<file path="src/rtl/adc_win_pkg.sv">
package adc_win_pkg;
  typedef enum logic [1:0] {
    MODE_NARROW    = 2'b00,
    MODE_RIGHT     = 2'b01,
    MODE_LEFT      = 2'b10,
    MODE_RIGHT_ALT = 2'b11
  } res_mode_e;
endpackage

</file>
<file path="src/rtl/adc_win_regs.sv">
module adc_win_regs #(
  parameter int WORD_W = 16,
  parameter int BYTE_W = 8,
  parameter int ADDR_W = 3
) (
  input  logic              clk_i,
  input  logic              rst_ni,
  input  logic              we_i,
  input  logic [ADDR_W-1:0] addr_i,
  input  logic [BYTE_W-1:0] wdata_i,
  output logic [WORD_W-1:0] gt_o,
  output logic [WORD_W-1:0] lt_o,
  output logic              clr_o
);
  localparam int NBYTES   = WORD_W / BYTE_W;
  localparam int LT_BASE  = NBYTES;
  localparam int CLR_ADDR = 2 * NBYTES;

  logic [WORD_W-1:0] gt_q, lt_q;

  for (genvar i = 0; i < NBYTES; i++) begin : g_byte
    always_ff @(posedge clk_i or negedge rst_ni) begin
      if (!rst_ni) begin
        gt_q[i*BYTE_W +: BYTE_W] <= '0;
      end else if (we_i && addr_i == ADDR_W'(i)) begin
        gt_q[i*BYTE_W +: BYTE_W] <= wdata_i;
      end
    end

    always_ff @(posedge clk_i or negedge rst_ni) begin
      if (!rst_ni) begin
        lt_q[i*BYTE_W +: BYTE_W] <= '0;
      end else if (we_i && addr_i == ADDR_W'(LT_BASE + i)) begin
        lt_q[i*BYTE_W +: BYTE_W] <= wdata_i;
      end
    end
  end

  assign gt_o  = gt_q;
  assign lt_o  = lt_q;
  assign clr_o = we_i && (addr_i == ADDR_W'(CLR_ADDR));

  AST_LIMIT_HOLD: assert property (@(posedge clk_i) disable iff (!rst_ni)
    !we_i |=> ($stable(gt_q) && $stable(lt_q)));
endmodule

</file>
<file path="src/rtl/adc_win_justify.sv">
module adc_win_justify
  import adc_win_pkg::*;
#(
  parameter int WORD_W   = 16,
  parameter int RES_W    = 12,
  parameter int NARROW_W = 8
) (
  input  logic              clk_i,
  input  logic              rst_ni,
  input  logic              done_i,
  input  logic [WORD_W-1:0] data_i,
  input  res_mode_e         mode_i,
  output logic              valid_o,
  output logic [WORD_W-1:0] word_o,
  output res_mode_e         mode_o
);
  localparam int PAD_W = WORD_W - RES_W;
  localparam logic [WORD_W-1:0] MASK_RIGHT  = {{PAD_W{1'b0}}, {RES_W{1'b1}}};
  localparam logic [WORD_W-1:0] MASK_LEFT   = {{RES_W{1'b1}}, {PAD_W{1'b0}}};
  localparam logic [WORD_W-1:0] MASK_NARROW = {{(WORD_W-NARROW_W){1'b0}}, {NARROW_W{1'b1}}};

  logic [WORD_W-1:0] mask;
  logic [WORD_W-1:0] word_q;
  logic              valid_q;
  res_mode_e         mode_q;

  always_comb begin
    unique case (mode_i)
      MODE_NARROW: mask = MASK_NARROW;
      MODE_LEFT:   mask = MASK_LEFT;
      default:     mask = MASK_RIGHT;
    endcase
  end

  always_ff @(posedge clk_i or negedge rst_ni) begin
    if (!rst_ni) begin
      valid_q <= 1'b0;
      word_q  <= '0;
      mode_q  <= MODE_NARROW;
    end else begin
      valid_q <= done_i;
      if (done_i) begin
        word_q <= data_i & mask;
        mode_q <= mode_i;
      end
    end
  end

  assign valid_o = valid_q;
  assign word_o  = word_q;
  assign mode_o  = mode_q;

  AST_WORD_HOLD: assert property (@(posedge clk_i) disable iff (!rst_ni)
    !done_i |=> ($stable(word_q) && !valid_q));
endmodule

</file>
<file path="src/rtl/adc_win_cmp.sv">
module adc_win_cmp
  import adc_win_pkg::*;
#(
  parameter int WORD_W   = 16,
  parameter int NARROW_W = 8
) (
  input  logic              clk_i,
  input  logic              rst_ni,
  input  logic              valid_i,
  input  logic [WORD_W-1:0] word_i,
  input  res_mode_e         mode_i,
  input  logic [WORD_W-1:0] gt_i,
  input  logic [WORD_W-1:0] lt_i,
  input  logic              clr_i,
  output logic              flag_o
);
  localparam int ZPAD_W = WORD_W - NARROW_W;

  logic [WORD_W-1:0] gt_eff, lt_eff;
  logic              hit;
  logic              flag_q;

  // narrow results compare against the upper byte of each bound only
  always_comb begin
    if (mode_i == MODE_NARROW) begin
      gt_eff = {{ZPAD_W{1'b0}}, gt_i[WORD_W-1 -: NARROW_W]};
      lt_eff = {{ZPAD_W{1'b0}}, lt_i[WORD_W-1 -: NARROW_W]};
    end else begin
      gt_eff = gt_i;
      lt_eff = lt_i;
    end
  end

  assign hit = valid_i && (gt_eff < word_i) && (word_i < lt_eff);

  // a hit outranks a clear on the same edge
  always_ff @(posedge clk_i or negedge rst_ni) begin
    if (!rst_ni)     flag_q <= 1'b0;
    else if (hit)    flag_q <= 1'b1;
    else if (clr_i)  flag_q <= 1'b0;
  end

  assign flag_o = flag_q;

  AST_SET_NEEDS_RESULT: assert property (@(posedge clk_i) disable iff (!rst_ni)
    $rose(flag_q) |-> $past(valid_i));
  AST_FLAG_STICKY: assert property (@(posedge clk_i) disable iff (!rst_ni)
    (flag_q && !clr_i) |=> flag_q);
  AST_CLEAR_WORKS: assert property (@(posedge clk_i) disable iff (!rst_ni)
    (clr_i && !valid_i) |=> !flag_q);
  AST_EMPTY_WINDOW: assert property (@(posedge clk_i) disable iff (!rst_ni)
    (!flag_q && (gt_eff >= lt_eff)) |=> !flag_q);
endmodule

</file>
<file path="src/rtl/adc_win_detect.sv">
module adc_win_detect
  import adc_win_pkg::*;
#(
  parameter int WORD_W   = 16,
  parameter int RES_W    = 12,
  parameter int NARROW_W = 8,
  parameter int BYTE_W   = 8,
  parameter int ADDR_W   = 3
) (
  input  logic              clk_i,
  input  logic              rst_ni,
  input  logic              conv_done_i,
  input  logic [WORD_W-1:0] conv_data_i,
  input  logic [1:0]        res_mode_i,
  input  logic              reg_we_i,
  input  logic [ADDR_W-1:0] reg_addr_i,
  input  logic [BYTE_W-1:0] reg_wdata_i,
  output logic              win_irq_o
);
  logic [WORD_W-1:0] gt_w, lt_w, word_w;
  logic              clr_w, valid_w;
  res_mode_e         mode_w;

  adc_win_regs #(
    .WORD_W(WORD_W), .BYTE_W(BYTE_W), .ADDR_W(ADDR_W)
  ) u_regs (
    .clk_i   (clk_i),
    .rst_ni  (rst_ni),
    .we_i    (reg_we_i),
    .addr_i  (reg_addr_i),
    .wdata_i (reg_wdata_i),
    .gt_o    (gt_w),
    .lt_o    (lt_w),
    .clr_o   (clr_w)
  );

  adc_win_justify #(
    .WORD_W(WORD_W), .RES_W(RES_W), .NARROW_W(NARROW_W)
  ) u_just (
    .clk_i   (clk_i),
    .rst_ni  (rst_ni),
    .done_i  (conv_done_i),
    .data_i  (conv_data_i),
    .mode_i  (res_mode_e'(res_mode_i)),
    .valid_o (valid_w),
    .word_o  (word_w),
    .mode_o  (mode_w)
  );

  adc_win_cmp #(
    .WORD_W(WORD_W), .NARROW_W(NARROW_W)
  ) u_cmp (
    .clk_i   (clk_i),
    .rst_ni  (rst_ni),
    .valid_i (valid_w),
    .word_i  (word_w),
    .mode_i  (mode_w),
    .gt_i    (gt_w),
    .lt_i    (lt_w),
    .clr_i   (clr_w),
    .flag_o  (win_irq_o)
  );

  AST_IDLE_NO_SET: assert property (@(posedge clk_i) disable iff (!rst_ni)
    (!conv_done_i && !win_irq_o) |=> !$rose(valid_w));
endmodule

</file>
<file path="config.mk">
export PLATFORM = sky130hd
export DESIGN_NAME = adc_win_detect
export DESIGN_NICKNAME = d
export VERILOG_FILES = /design/src/rtl/adc_win_pkg.sv /design/src/rtl/adc_win_regs.sv /design/src/rtl/adc_win_justify.sv /design/src/rtl/adc_win_cmp.sv /design/src/rtl/adc_win_detect.sv
export SDC_FILE = /design/constraint.sdc
export NUM_CORES = 1
export LEC_CHECK = 0
export BUFFER_PORTS_ARGS = -buffer_cell sky130_fd_sc_hd__clkbuf_2
export CORE_ASPECT_RATIO = 1.2
export CORE_MARGIN = 2
export CORE_UTILIZATION = 63
export DETAILED_ROUTE_END_ITERATION = 8
export PLACE_DENSITY = 0.92
export RECOVER_POWER = 100
export SLEW_MARGIN = 20
export SYNTH_ARGS = -nofsm -noshare
export SYNTH_HDL_FRONTEND = slang
export SYNTH_SLANG_ARGS = --single-unit
</file>
<file path="constraint.sdc">
create_clock -name clk_i -period 6.1 [get_ports clk_i]
set_clock_uncertainty 0.2 [all_clocks]
set_input_delay 0.305 -clock clk_i [delete_from_list [all_inputs] [get_ports clk_i]]
set_output_delay 0.305 -clock clk_i [all_outputs]
set_load 0.02 [all_outputs]
</file>
# Word-level counts from Yosys, hierarchy flattened
# Cells that the tools add are included.
# op_classes
order_cmp	2
n_eq_ne	5
n_mux	5
n_bitwise	1
reduce_logical	11
# op_table
operator	n
$lt A16 B16 Y1	2
$mux W16	2
$pmux W16 S2	1
$and A16 B16 Y16	1
$logic_and A1 B1 Y1	7
$eq A3 B2 Y1 const B	2
$logic_not A2 Y1	2
$eq A3 B1 Y1 const B	1
$eq A3 B3 Y1 const B	1
$logic_not A3 Y1	1
$eq A2 B2 Y1 const B	1
$mux W1	2
$reduce_bool A2 Y1	1
# word_totals
register_bits	52
input_bits	33
out_inout_bits	1
elab_cells	32

# Depth between registers and ports, before layout
# depth
word_depth	6
ltp_mapped	10
mapped_depth_nobuf	8

# Cells and area by module
# Synthesis repeated with hierarchy kept, for this count alone.
# unflattened
cells_unflattened	286
area_unflattened_um2	3009.1
# modules_own_cells
module	instances	cells_per_inst	area_each_um2	seq_area_each_um2
adc_win_regs	1	72	1232.4	800.8
adc_win_cmp	1	147	1007.2	25.0
adc_win_justify	1	67	769.5	475.5

# Worst setup path after synthesis
# OpenSTA, ideal clock, no wires.
# synth_timing
kind	register -> register
startpoint	register u_just.mode_q[1] (netlist: u_just.mode_o[1])
endpoint	register u_cmp.flag_q (netlist: u_cmp.flag_o)
t_arrival_ns	2.176
t_required_ns	5.780
path_slack_ns	3.605
stages_incl_launch_ff	11
n_path_buf	2
period_less_slack_ns	2.495
path_cell_list	dfrtp_1 -> or2_1 -> clkbuf_1 -> buf_2 -> mux2_2 -> ha_1 -> and4_1 -> nand2_1 -> a211oi_1 -> o31ai_1 -> a31o_1
# synth_via
elab_chain_cells	6
# synth_lines
element	line	source
from (decl)	adc_win_justify.sv:25	res_mode_e mode_q;
from (signal assigned)	adc_win_justify.sv:44	mode_q <= mode_i;
$logic_not A2 Y1 (*)	adc_win_cmp.sv:25	if (mode_i == MODE_NARROW) begin
$mux W16	adc_win_cmp.sv:25	
$lt A16 B16 Y1	adc_win_cmp.sv:34	assign hit = valid_i && (gt_eff < word_i) && (word_i < lt_eff);
$logic_and A1 B1 Y1	adc_win_cmp.sv:34	
$logic_and A1 B1 Y1 (*)	adc_win_cmp.sv:34	
$mux W1 / $reduce_bool A2 Y1 (equally long branches)	-	
to (signal assigned)	adc_win_cmp.sv:38	if (!rst_ni) flag_q <= 1'b0;
to (signal assigned)	adc_win_cmp.sv:39	else if (hit) flag_q <= 1'b1;
to (signal assigned)	adc_win_cmp.sv:40	else if (clr_i) flag_q <= 1'b0;
to (decl)	adc_win_cmp.sv:21	logic flag_q;
# Every way passes the cells marked *; elsewhere a longest branch is shown, timed or not.
# A chain may end at the register's enable or synchronous reset.

# Worst setup path after layout
# layout_timing
startpoint	register u_just.mode_q[0] (netlist: u_just.mode_o[0])
endpoint	register u_cmp.flag_q (netlist: u_cmp.flag_o)
# The elaborated chain is that of the path after synthesis.

==> metrics.yaml <==
final_layout:
  fin_nets: 364
  antenna_cells: 0
  utilization: 0.716
  layout-drive-gt1-share: 0.262
  fin_cells: 360
  area_growth_pct: 11.1
die:
  fp.dieW_um: 66.1
  core_area_sq_um: 4530
  start_util: 0.644
  chipHeight_um: 78.5
  rows: 27
  io_pins: 34
  die_area_sq_um: 5190
logic_synthesis:
  syn_inst: 264
  ys_warn_count: 0
  synth_compound_area_frac: 0.0931
  synth_top_area_frac: 0.446
  ys_seq_area_frac: 0.446
  synth_nets: 327
  yosys.area_share.simple: 0.113
  synth_top_family_by_area: "multiplexers"
  synth_common_cells: "dfrtp_1, mux2_2, ha_1"
  netlist_area_sq_um: 2920
  yosysUniqueCellTypes: 35
  ys_ff_latch: 52
  synth_flop_cell: "dfrtp_1"
  synth_fa_ha_area_frac: 0.129
  synth_edf_count: 0
  synth_area_leaders: "dfrtp_1, mux2_2, ha_1"
  yosysMostFrequentCell: "dfrtp_1"
  synth-xor-area-share: 0
  synthArstFlopShare: 1.00
  yosysTopAreaCell: "dfrtp_1"
  syn_avg_cell_area_sq_um: 11.0
  synthMuxAreaShare: 0.186
clock_tree:
  cts_root_buf: "clkbuf_8"
  post_cts_buffers: 0
  numClockSinks: 52
  htree_levels: 2
  cts_made_buffers: 5
  clk_latency_ns: 0.31
  clkTransAtPathRegs_ns: 0.10
  cts_tree: "built"
  clk_path_buf_depth: 2
global_routing:
  antenna_found_initial: 0
  grt_pass1_vias: 2251
  grt.total_usage: 0.263
  overflow: 0
  grt_use_met2: 0.461
  grt_pass1_wl_um: 10300
  gr-usage-met3: 0.0573
  top_usage_layer: "met2"
  use_met1: 0.303
  grt_max_degree: 53
placement:
  gp_congestion: 0.848
  port_buffers: 33
  dp_cells: 348
  hpwl_um: 4510
timing:
  slew_viol_final: 62
  hold_viol_final: 0
  fmax_mhz: 290
  timing_worst_slew_pin_value_ns: 2.68
  fin_crit_sh: 0.566
  setup_viol: 0
  grt_setup_unrepaired: "no"
  period_needed_ns: 3.45
  tns_ns: 0
  relSlewSlack: -0.785
critical_path:
  cpMostUsedCell: "a21oi_1"
  crit_required_ns: 6.15
  startpoint_type: "flip-flop"
  worstPathCellList: "or2_1, clkbuf_1, mux2_2, ha_1, and4_1, a21oi_1, a21oi_1, o31ai_1, a31o_1"
  critPathMaxFanout: 31
  cp_slowest_stage_delay_ns: 1.07
  cp-end-kind: "flip-flop"
  worstPathArrival_ns: 3.50
  crit_slowest_cell: "clkbuf_1"
  crit_type: "flip-flop to flip-flop"
power:
  power-per-cell-area_nw_per_um2: 285
  p_leak_nw: 1.55
  max-vdd-ir-drop_uv: 223
min_path:
  hold_path_class: "input port to flip-flop"
status:
  violations: "max-capacitance violations, max-slew violations"
  status: "complete, but fails checks"
route:
  wire_per_inst_um: 17.0
  dr.pass1.iters: 5
  wirelength_um: 6110
  via_per_inst: 6.03
  drtIter0Drc: 153
  ant_nets: 0
  vias: 2172
  drc_errors: 0
flow_run:
  cap_violations: 2
==> path summary, 6_finish.rpt <==
| path | start | end | slack [ns] | depth (start not counted) |
|---|---|---|---|---|
| max in group asynchronous | rst_ni | u_just.word_o[9] | 2.90 | 3 |
| max reg2reg | u_just.mode_o[0] | u_cmp.flag_o | 2.65 | 9 |
| min reg2reg | u_regs.gt_o[0] | u_regs.gt_o[0] | 0.32 | 1 |
| min in group asynchronous | rst_ni | u_regs.lt_o[5] | 1.28 | 3 |
| min | conv_data_i[10] | u_just.word_o[10] | 0.01 | 3 |
| max | u_just.mode_o[0] | u_cmp.flag_o | 2.65 | 9 |
==> layout by cell type (no fill, tap or decap), drive strengths merged, types with 8 or more instances in the layout <==
cell / instances
a21oi: 11
and2: 8
clkbuf: 40
dfrtp: 52
ha: 30
inv: 17
mux2: 41
mux2i: 8
nand2: 25
nand3: 10
o21ai: 18
==> report_power, final <==
part	switching [mW]	total, mW	internal [mW]
sequential	0.0437	0.448	0.404
combinational	0.135	0.273	0.137
clock	0.118	0.201	0.0825
total	0.298	0.922	0.624
==> repair_timing <==
action | 4_1_cts | 5_1_grt
hold buffers | 3 | 1
endpoints found under the setup margin | 0 | 0
resized for setup | 0 | 0
hold endpoints to repair | 54 | 1
==> metal layers <==
metal | wire length [um] | vias up
li1 | - | 1020
met4 | 181 | 0
met2 | 3170 | 66
met1 | 2490 | 1070
met5 | 0 | -
met3 | 275 | 16
==> sequential cells by signal, indices dropped and copies added, names as in the netlist <==
name	count
u_just.word_o	16
u_just.mode_o	2
u_cmp.flag_o	1
u_regs.gt_o	16
u_just.valid_o	1
u_regs.lt_o	16
==> area by class of cell <==
| type | count | area (sq um) |
|---|---|---|
| timing repair buffer | 39 | 210 |
| clock buffer | 5 | 68.8 |
| sequential | 52 | 1300 |
| tap | 58 | 72.6 |
| inverter | 16 | 60.1 |
| multi-input combinational | 187 | 1500 |
| clock inverter | 3 | 22.5 |
| fill | 337 | 1290 |
==> critical path, delay by kind of cell, from the launching register on <==
family                   cells  cell delay [ns]
flip-flops                   1             0.40
adder cells (fa/ha/maj)      1             0.31
AO/OA/AOI/OAI                4             0.63
AND/OR/NAND/NOR              2             0.35
buffers and inverters        1             1.07
multiplexers                 1             0.44
==> metrics by stage <==
step           setup slack (ns)  hold slack [ns]  cell area, sq um  power, mW
3_5_place_dp               3.50            0.250              3130      0.721
4_1_cts                    3.46          0.00346              3250      0.926
3_3_place_gp               3.61            0.245              3130      0.703
6_report                   2.65           0.0145              3240      0.922
5_1_grt                    2.28           0.0278              3240      0.980
2_1_floorplan              3.60           -0.191              2920      0.635
==> logic make-up after synthesis <==
logic type / count (synthesis)
buffers and inverters: 25
and+or+nand+nor: 62
AOI/OAI and AO/OA: 46
adders and majority gates: 30
muxes: 49
DFF: 52
(Power assumes the default switching activity.)
